File: src/rtl/hb_xlat_pkg.sv
package hb_xlat_pkg;

  localparam int ADDR_W  = 32;
  localparam int CFG_W   = 3;
  localparam int BLK_W   = 5;   // 32-byte I/O block
  localparam int PAGE_W  = 12;  // 4 KB processor page
  localparam int NUM_MAP = 3;

  // control word bit positions (decoded by the control register)
  localparam int CFG_SEL_A = 0;
  localparam int CFG_DISC  = 1;
  localparam int CFG_EMU   = 2;

  typedef enum logic [1:0] {
    MAP_A   = 2'd0,
    MAP_B   = 2'd1,
    MAP_EMU = 2'd2
  } map_e;

  typedef enum logic [1:0] {
    RG_MEM  = 2'd0,
    RG_IO   = 2'd1,
    RG_PMEM = 2'd2,
    RG_ROM  = 2'd3
  } region_e;

  typedef struct packed {
    logic    hit;
    region_e rg;
  } cls_t;

  typedef logic [ADDR_W-1:0] addr_t;

  // window limits, map A
  localparam addr_t A_MEM_HI  = 32'h7FFF_FFFF;
  localparam addr_t A_IO_LO   = 32'h8000_0000;
  localparam addr_t A_IO_HI   = 32'h9FFF_FFFF;
  localparam addr_t A_PM_LO   = 32'hC000_0000;
  localparam addr_t A_PM_HI   = 32'hFEFF_FFFF;
  localparam addr_t ROM_LO    = 32'hFF00_0000;
  // map B
  localparam addr_t B_MEM_HI  = 32'h7FFF_FFFF;
  localparam addr_t B_PM_LO   = 32'h8000_0000;
  localparam addr_t B_PM_HI   = 32'hFCFF_FFFF;
  localparam addr_t B_IO_LO   = 32'hFE00_0000;
  localparam addr_t B_IO_HI   = 32'hFEBF_FFFF;
  // emulation map
  localparam addr_t E_MEM_HI  = 32'h3FFF_FFFF;
  localparam addr_t E_IO_LO   = 32'h4000_0000;
  localparam addr_t E_IO_HI   = 32'h4000_FFFF;
  localparam addr_t E_PM_LO   = 32'h8000_0000;
  localparam addr_t E_PM_HI   = 32'hFEFF_FFFF;

  function automatic logic in_win(addr_t a, addr_t lo, addr_t hi);
    return (a >= lo) && (a <= hi);
  endfunction

  function automatic cls_t mk_cls(logic hit, region_e rg);
    cls_t c;
    c.hit = hit;
    c.rg  = hit ? rg : RG_MEM;
    return c;
  endfunction

  function automatic cls_t classify(map_e m, addr_t a);
    cls_t c;
    c = mk_cls(1'b0, RG_MEM);
    unique case (m)
      MAP_A: begin
        if (a <= A_MEM_HI)                     c = mk_cls(1'b1, RG_MEM);
        else if (in_win(a, A_IO_LO, A_IO_HI))  c = mk_cls(1'b1, RG_IO);
        else if (in_win(a, A_PM_LO, A_PM_HI))  c = mk_cls(1'b1, RG_PMEM);
        else if (a >= ROM_LO)                  c = mk_cls(1'b1, RG_ROM);
      end
      MAP_B: begin
        if (a <= B_MEM_HI)                     c = mk_cls(1'b1, RG_MEM);
        else if (in_win(a, B_PM_LO, B_PM_HI))  c = mk_cls(1'b1, RG_PMEM);
        else if (in_win(a, B_IO_LO, B_IO_HI))  c = mk_cls(1'b1, RG_IO);
        else if (a >= ROM_LO)                  c = mk_cls(1'b1, RG_ROM);
      end
      MAP_EMU: begin
        if (a <= E_MEM_HI)                     c = mk_cls(1'b1, RG_MEM);
        else if (in_win(a, E_IO_LO, E_IO_HI))  c = mk_cls(1'b1, RG_IO);
        else if (in_win(a, E_PM_LO, E_PM_HI))  c = mk_cls(1'b1, RG_PMEM);
        else if (a >= ROM_LO)                  c = mk_cls(1'b1, RG_ROM);
      end
      default: c = mk_cls(1'b0, RG_MEM);
    endcase
    return c;
  endfunction

  // discontiguous I/O: page index of the window offset picks the 32-byte block
  function automatic addr_t io_spread(addr_t a, addr_t base);
    addr_t off;
    addr_t r;
    off = a - base;
    r   = (off >> PAGE_W) << BLK_W;
    r[BLK_W-1:0] = a[BLK_W-1:0];
    return r;
  endfunction

  function automatic addr_t io_flat(addr_t a, addr_t base);
    return a - base;
  endfunction

endpackage

File: src/rtl/hb_xlat_ctrl.sv
module hb_xlat_ctrl
  import hb_xlat_pkg::*;
(
  input  logic             clk,
  input  logic             rst_n,
  input  logic             strap_map_a,
  input  logic             cfg_we,
  input  logic [CFG_W-1:0] cfg_wdata,
  output map_e             map_mode,
  output logic             disc_en,
  output logic             emu_en
);

  logic sel_a_q;
  logic disc_q;
  logic emu_q;

  always_ff @(posedge clk) begin
    if (!rst_n) begin
      sel_a_q <= strap_map_a;
      disc_q  <= 1'b0;
      emu_q   <= 1'b0;
    end else if (cfg_we) begin
      sel_a_q <= cfg_wdata[CFG_SEL_A];
      disc_q  <= cfg_wdata[CFG_DISC];
      emu_q   <= cfg_wdata[CFG_EMU];
    end
  end

  always_comb begin
    if (emu_q)        map_mode = MAP_EMU;
    else if (sel_a_q) map_mode = MAP_A;
    else              map_mode = MAP_B;
  end

  assign disc_en = disc_q;
  assign emu_en  = emu_q;

endmodule

File: src/rtl/hb_xlat_classify.sv
module hb_xlat_classify
  import hb_xlat_pkg::*;
(
  input  addr_t   cpu_addr,
  input  map_e    map_mode,
  output logic    hit,
  output region_e region
);

  cls_t per_map [NUM_MAP];

  for (genvar g = 0; g < NUM_MAP; g++) begin : g_map
    assign per_map[g] = classify(map_e'(g), cpu_addr);
  end

  always_comb begin
    hit    = 1'b0;
    region = RG_MEM;
    for (int i = 0; i < NUM_MAP; i++) begin
      if (map_mode == map_e'(i)) begin
        hit    = per_map[i].hit;
        region = per_map[i].rg;
      end
    end
  end

endmodule

File: src/rtl/hb_xlat_calc.sv
module hb_xlat_calc
  import hb_xlat_pkg::*;
(
  input  addr_t   cpu_addr,
  input  map_e    map_mode,
  input  logic    disc_en,
  input  logic    hit,
  input  region_e region,
  output addr_t   pci_addr
);

  addr_t io_a;
  addr_t io_b;
  addr_t io_e;
  addr_t pm_a;
  addr_t pm_e;

  assign io_a = disc_en ? io_spread(cpu_addr, A_IO_LO) : io_flat(cpu_addr, A_IO_LO);
  assign io_b = io_flat(cpu_addr, B_IO_LO);
  assign io_e = io_flat(cpu_addr, E_IO_LO);
  assign pm_a = cpu_addr - A_PM_LO;
  assign pm_e = cpu_addr - E_PM_LO;

  always_comb begin
    pci_addr = '0;
    if (hit) begin
      unique case (region)
        RG_IO: begin
          unique case (map_mode)
            MAP_A:   pci_addr = io_a;
            MAP_B:   pci_addr = io_b;
            default: pci_addr = io_e;
          endcase
        end
        RG_PMEM: begin
          unique case (map_mode)
            MAP_A:   pci_addr = pm_a;
            MAP_B:   pci_addr = cpu_addr;
            default: pci_addr = pm_e;
          endcase
        end
        default: pci_addr = cpu_addr;  // memory and ROM pass through
      endcase
    end
  end

endmodule

File: src/rtl/hb_addr_xlat.sv
module hb_addr_xlat
  import hb_xlat_pkg::*;
(
  input  logic              clk,
  input  logic              rst_n,
  input  logic              strap_map_a,
  input  logic              cfg_we,
  input  logic [CFG_W-1:0]  cfg_wdata,
  input  logic [ADDR_W-1:0] cpu_addr,
  output logic [1:0]        map_mode,
  output logic [1:0]        region,
  output logic              unmapped,
  output logic [ADDR_W-1:0] pci_addr
);

  map_e    mode_w;
  logic    disc_w;
  logic    emu_w;
  logic    hit_w;
  region_e rg_w;
  addr_t   pci_w;

  hb_xlat_ctrl u_ctrl (
    .clk         (clk),
    .rst_n       (rst_n),
    .strap_map_a (strap_map_a),
    .cfg_we      (cfg_we),
    .cfg_wdata   (cfg_wdata),
    .map_mode    (mode_w),
    .disc_en     (disc_w),
    .emu_en      (emu_w)
  );

  hb_xlat_classify u_cls (
    .cpu_addr (cpu_addr),
    .map_mode (mode_w),
    .hit      (hit_w),
    .region   (rg_w)
  );

  hb_xlat_calc u_calc (
    .cpu_addr (cpu_addr),
    .map_mode (mode_w),
    .disc_en  (disc_w),
    .hit      (hit_w),
    .region   (rg_w),
    .pci_addr (pci_w)
  );

  assign map_mode = mode_w;
  assign region   = rg_w;
  assign unmapped = !hit_w;
  assign pci_addr = pci_w;

endmodule

File: config.mk
export PLATFORM = sky130hd
export DESIGN_NAME = hb_addr_xlat
export DESIGN_NICKNAME = d
export VERILOG_FILES = /design/src/rtl/hb_xlat_pkg.sv /design/src/rtl/hb_xlat_ctrl.sv /design/src/rtl/hb_xlat_classify.sv /design/src/rtl/hb_xlat_calc.sv /design/src/rtl/hb_addr_xlat.sv
export SDC_FILE = /design/constraint.sdc
export NUM_CORES = 1
export LEC_CHECK = 0
export BUFFER_PORTS_ARGS = -buffer_cell sky130_fd_sc_hd__buf_2
export CAP_MARGIN = 40
export CORE_UTILIZATION = 40
export CTS_CLUSTER_DIAMETER = 30
export DETAILED_ROUTE_END_ITERATION = 6
export PLACE_DENSITY = 0.81
export SLEW_MARGIN = 10
export SYNTH_ARGS = -nofsm -noshare
export SYNTH_HDL_FRONTEND = slang
export SYNTH_SLANG_ARGS = --single-unit
File: constraint.sdc
create_clock -name clk -period 6.5 [get_ports clk]
set_input_delay 1.95 -clock clk [delete_from_list [all_inputs] [get_ports clk]]
set_output_delay 1.95 -clock clk [all_outputs]
set_load 0.005 [all_outputs]
==> results of run 1 <==
==> cells in the final DEF (no fill, tap or decap), types with 2 or more instances in the layout <==
cell	synthesis	layout
and2_1	3	3
nor4_1	6	6
nand2_1	14	13
nor3_1	7	6
a22oi_1	20	20
a311oi_1	4	4
and3_1	3	3
a21oi_1	8	8
inv_1	9	8
mux2i_1	3	3
ha_4	0	3
o21ai_0	7	5
dfxtp_1	2	2
mux2_2	3	3
buf_2	5	75
a32oi_1	3	2
nand4b_1	2	2
or3_1	2	2
buf_4	1	18
nand4_1	6	6
o21a_1	2	2
buf_12	0	2
nor2_1	37	35
nor2b_1	6	5
ha_1	7	3
clkbuf_4	0	3
nand3_1	7	7
o31ai_1	2	2
==> layout make-up <==
| cell class | instances | area, um2 | area share |
|---|---|---|---|
| multi-input cells | 174 | 1220 | 0.604 |
| well taps | 44 | 55.1 | 0.0273 |
| repair buffers | 98 | 614 | 0.305 |
| inverters | 9 | 33.8 | 0.0167 |
| flip-flops and latches | 3 | 70.1 | 0.0347 |
| clock buffers | 4 | 26.3 | 0.0130 |
==> cells in the mapped netlist (4+ instances only) <==
library cell / number
nand2_1: 14
a21oi_1: 8
nor3_1: 7
a22oi_1: 20
nor2_1: 37
a311oi_1: 4
ha_1: 7
nor2b_1: 6
clkbuf_1: 6
buf_2: 5
inv_1: 9
o21ai_0: 7
nand3_1: 7
nor4_1: 6
nand4_1: 6
==> layer usage <==
metal  global-route usage  part of all wire  vias up
li1                     -                 -      942
met3               0.0459             0.086       13
met1                0.384              0.44      875
met4               0.0850             0.018        0
met2                0.398              0.46      108
met5                    0                 0        -
==> worst max path at each step <==
stage	slack, ns	cells past startpoint	from	endpoint
2_1_floorplan	0.007	15	cpu_addr[31]	pci_addr[24]
3_3_place_gp	0.04	16	cpu_addr[31]	pci_addr[7]
3_5_place_dp	-0.01	15	cpu_addr[31]	pci_addr[29]
4_1_cts	0.01	15	cpu_addr[31]	pci_addr[29]
5_1_grt	-0.05	16	cpu_addr[31]	pci_addr[17]
6_report	0.08	14	cpu_addr[31]	pci_addr[29]
==> power by group <==
group          internal (mW)  leakage (nW)  switching, mW
logic                 0.0826         0.921         0.0852
clock network         0.0232        0.0150         0.0129
registers             0.0211        0.0267        0.00413
total                  0.127         0.962          0.102
==> flip-flops by register name, indices dropped and copies added (netlist names) <==
signal          flops
u_ctrl.disc_en      1
u_ctrl.sel_a_q      1
u_ctrl.emu_en       1
==> logic make-up (layout without fill, tap and decap cells) <==
group,after synthesis,count (layout),share of synthesized area
AOI/OAI and AO/OA,60,60,0.344
adders and majority gates,7,7,0.0663
muxes,6,6,0.0483
and+or+nand+nor,101,101,0.388
buffers and inverters,26,111,0.100
DFF,3,3,0.0531
==> critical path, stage by stage <==
cell and delay [ns]:
buf_2 0.14, buf_6 0.15, nor3_1 0.05, a41o_1 0.23, a31o_2 0.22, o32a_1 0.31, o21ai_2 0.21, ha_4 0.24
nor2b_4 0.15, a21bo_4 0.26, nor3_2 0.15, nor2_1 0.05, a311oi_1 0.18, buf_2 0.15
==> repair_timing <==
| action | in CTS | in global routing |
|---|---|---|
| buffers inserted | 0 | 1 |
| setup endpoints to repair | 4 | 25 |
| gates resized for setup | 2 | 17 |
| pin swaps | 0 | 5 |
| gates cloned | 0 | 1 |
==> results.json, run 1 <==
{
  "status": "finished clean",
  "syn-num-nets": 249,
  "hold_path.class": "reg2reg",
  "yosysSeqAreaShare": 0.0531,
  "rows": 20,
  "cts_made_buffers": 3,
  "track_usage": 0.267,
  "syn_area_um2": 1320,
  "ys.flop_type": "dfxtp_1",
  "die_w_um": 59.4,
  "dr.pass1.iters": 6,
  "clock-sinks": 3,
  "postLayoutCoreUtil": 0.650,
  "setup_violations": 0,
  "min_period_ns": 6.42,
  "final_cell_count_no_fill": 332,
  "diodes": 0,
  "postCtsHoldBufs": 0,
  "r2r_slack_ns": 5.57,
  "drc": 0,
  "die_h_um": 59.4,
  "dieArea_um2": 3530,
  "min_delay_path_depth": 2,
  "p_leak_nw": 0.962,
  "synthDominantCellAreaShare": 0.114,
  "slew_viol_final": 0,
  "nNetsFinal": 335,
  "worst_ep_arrival_time_ns": 4.47,
  "dp_slack_ns": -0.0109,
  "power_density_nw_per_um2": 114,
  "placed_area_um2": 1860,
  "r2r_start": "u_ctrl.emu_en$_SDFFE_PN0P_",
  "wl_um": 4870,
  "clkLatencyLatePin_ns": 0.25,
  "tns_ns": 0,
  "cts_buffer_depth": 2,
  "grt_pass1_vias": 1551,
  "ys_warn_count": 0,
  "fin_crit_sh": 0.987,
  "power_mw": 0.229,
  "coreArea_um2": 3100,
  "clkTransAtPathRegs_ns": 0.04,
  "worstHoldEndpoint": "u_ctrl.disc_en$_SDFFE_PN0P_",
  "min_from": "u_ctrl.disc_en$_SDFFE_PN0P_",
  "dp.cells": 326,
  "syn_inst": 203,
  "worst_setup_path_end_kind": "primary output",
  "crit_required_ns": 4.55,
  "yosysUniqueCellTypes": 50,
  "layout-drive-gt1-share": 0.431,
  "synthToLayoutAreaGrowth_pct": 52.8,
  "rr_worst_depth": 2,
  "hold_viol_final": 0,
  "syn_area_per_cell_um2": 6.50,
  "ys_ff_latch": 3,
  "htreeDepth": 1,
  "max_freq_mhz": 156,
  "start_util": 0.425,
  "worstSetupPathType": "in2out",
  "netlist.top_cell.by_area": "a22oi_1",
  "vias": 1938,
  "grt_pass1_wl_um": 7280,
  "whs_ns": 0.620,
  "drt-initial-drc-count": 176,
  "io_buffers": 75,
  "cap_violations": 0,
  "globalplace.congestion": 1.02,
  "synth-edff-count": 1,
  "clockRootBuffer": "clkbuf_4",
  "nFillCells": 311,
  "hpwl_um": 3670,
  "ios": 76,
  "peakVddDrop_uv": 74.0,
  "async_flop_share": 0,
  "max_slew_margin": 0.566,
  "worst_slack_ns": 0.0821,
  "gr-total-overflow": 0,
  "grt_max_degree": 27,
  "routedWlPerCell_um": 14.7,
  "grt_antenna_before_repair": 0,
  "finalInstanceArea_um2": 2020,
  "skew_ns": 0,
  "r2r_end": "u_ctrl.emu_en$_SDFFE_PN0P_",
  "crit_fanout": 8,
  "startpoint_type": "primary input",
  "ant_nets": 0,
  "viasPerCell": 5.84,
  "tightest_slew_ns": 0.650,
  "cts_tree": "built",
  "ys_top_cells_by_area": "a22oi_1, nor2_1, ha_1"
}
Power figures use the tool's default switching activity.
==> inputs of run 2 (changes only) <==
--- a/config.mk
+++ b/config.mk
@@ -10,6 +10,7 @@
 export CORE_UTILIZATION = 40
 export CTS_CLUSTER_DIAMETER = 30
 export DETAILED_ROUTE_END_ITERATION = 6
+export MAX_ROUTING_LAYER = met4
 export PLACE_DENSITY = 0.81
 export SLEW_MARGIN = 10
 export SYNTH_ARGS = -nofsm -noshare
==> run 2 against run 1 <==
Clock-buffer cell count stayed put. Die area stayed put. Critical path depth is 1 higher. Utilization is 1.5 points higher. Design area is 2.3% higher. Clock power hardly changed. Worst setup slack better by 0.037 ns. Critical path type unchanged. Critical endpoint is now pci_addr[22]. Largest cell class unchanged. Highest routed layer unchanged.
==> results.json, run 2 (same netlist as run 1, synthesis figures left out) <==
{
  "status": "finished clean",
  "mostFrequentLayoutCells": "buf_2, nor2_1, a22oi_1, buf_4, nand2_1",
  "cts_buffer_depth": 2,
  "crit_family": "compound AO/OA/AOI/OAI gates",
  "clock-sinks": 3,
  "r2r_end": "u_ctrl.emu_en$_SDFFE_PN0P_",
  "cts_setup_buffers": 0,
  "drt-initial-drc-count": 214,
  "grt_pass1_vias": 1591,
  "layout_commonest_cell": "buf_2",
  "fin_crit_sh": 0.982,
  "die_h_um": 59.4,
  "dp.cells": 327,
  "clkTransAtPathRegs_ns": 0.04,
  "r2r_start": "u_ctrl.emu_en$_SDFFE_PN0P_",
  "worst_ep_arrival_time_ns": 4.43,
  "setup_violations": 0,
  "viasPerCell": 6.00,
  "worstSetupPathType": "in2out",
  "cts_made_buffers": 3,
  "slew_viol_final": 0,
  "placed_area_um2": 1870,
  "crit_cells": 15,
  "startpoint_type": "primary input",
  "dp_slack_ns": -0.0101,
  "io_buffers": 75,
  "skew_ns": 0,
  "wl_um": 5290,
  "critPathBufInv": 4,
  "nNetsFinal": 336,
  "worst_setup_path_end_kind": "primary output",
  "finalInstanceArea_um2": 2060,
  "dr.pass1.iters": 5,
  "power_density_nw_per_um2": 115,
  "diodes": 0,
  "crit_required_ns": 4.55,
  "ios": 76,
  "crit_fanout": 10,
  "rows": 20,
  "hold_viol_final": 0,
  "postLayoutCoreUtil": 0.665,
  "hold_path.class": "reg2reg",
  "die_w_um": 59.4,
  "rr_worst_depth": 2,
  "coreArea_um2": 3100,
  "cap_violations": 0,
  "postCtsHoldBufs": 0,
  "layout-drive-gt1-share": 0.443,
  "crit_path_end": "pci_addr[22]",
  "vias": 1997,
  "worst_slack_ns": 0.119,
  "slowest_stage": "o32a_1",
  "globalplace.congestion": 1.03,
  "max_slew_margin": 0.540,
  "rsz0062_at_grt": "yes",
  "startpoint": "cpu_addr[22]",
  "peakVddDrop_uv": 85.2,
  "track_usage": 0.276,
  "tightest_slew_ns": 0.689,
  "crit_chain": "buf_2, nor4_1, buf_4, a41o_1, a31o_2, o32a_1, o21ai_2, ha_4, nor2b_4, a21bo_4, nand2_4, clkbuf_16, a22oi_1, nor2_1, buf_2",
  "hpwl_um": 3750,
  "start_util": 0.425,
  "drc": 0,
  "ant_nets": 0,
  "cts_tree": "built",
  "final_cell_count_no_fill": 333,
  "max_freq_mhz": 157,
  "grt_max_degree": 25,
  "clkLatencyLatePin_ns": 0.25,
  "r2r_slack_ns": 5.55,
  "min_period_ns": 6.38,
  "clockRootBuffer": "clkbuf_4",
  "dieArea_um2": 3530,
  "p_leak_nw": 0.979,
  "grt_pass1_wl_um": 7360,
  "routedWlPerCell_um": 15.9,
  "cpPeakStageDelay_ns": 0.31,
  "htreeDepth": 1,
  "grt_antenna_before_repair": 0,
  "whs_ns": 0.726,
  "gr-total-overflow": 0,
  "cp_common_cell": "buf_2",
  "synthToLayoutAreaGrowth_pct": 56.3
}
run 2: per-layer routing:
layer  routed length, um  part of all wire  vias to the layer above  track usage
met5                   0                 0                        -            -
met4                 133             0.025                        0       0.0646
met3                 441             0.083                       21       0.0415
met2                2580              0.49                      113        0.409
met1                2140              0.40                      918        0.389
li1                    -                 -                      945            -
run 2: what timing repair did:
| action | 4_1_cts | 5_1_grt |
|---|---|---|
| setup endpoints to repair | 2 | 26 |
| gates cloned | 0 | 2 |
| gates resized for setup | 0 | 27 |
| endpoints found under the hold margin | 0 | 0 |
| pin swaps | 0 | 3 |
run 2: cell type report:
cell class,instances,area (um2)
sequential,3,70.1
clock buffer,4,26.3
timing repair buffer,99,651
tap,44,55.1
inverter,9,36.3
multi-input combinational,174,1220
fill,279,1040
run 2: metrics by stage:
step	total power, mW	setup TNS (ns)
floorplan	0.103	0
global placement	0.170	0
detailed placement	0.173	-0.0182
CTS	0.210	-0.0155
global route	0.254	-0.0386
finish	0.237	0
run 2: how the worst min path moves through the flow:
stage,to,depth (start not counted),start
finish,u_ctrl.disc_en$_SDFFE_PN0P_,2,u_ctrl.disc_en$_SDFFE_PN0P_
global route,u_ctrl.disc_en$_SDFFE_PN0P_,2,u_ctrl.disc_en$_SDFFE_PN0P_
CTS,u_ctrl.disc_en$_SDFFE_PN0P_,2,u_ctrl.disc_en$_SDFFE_PN0P_
detailed placement,u_ctrl.disc_en$_SDFFE_PN0P_,2,u_ctrl.disc_en$_SDFFE_PN0P_
global placement,u_ctrl.disc_en$_SDFFE_PN0P_,2,u_ctrl.disc_en$_SDFFE_PN0P_
floorplan,u_ctrl.disc_en$_SDFFE_PN0P_,2,u_ctrl.disc_en$_SDFFE_PN0P_
run 2: worst register-to-register path, delay by kind of cell, from the launching register on:
kind / cells / cell delay [ns]
AND/OR/NAND/NOR: 1 / 0.13
multiplexers: 1 / 0.13
flip-flops: 1 / 0.62
run 2: report_power, final:
group	switching (mW)	internal, mW
logic	0.0884	0.0876
registers	0.00410	0.0211
clock network	0.0127	0.0232
total	0.105	0.132
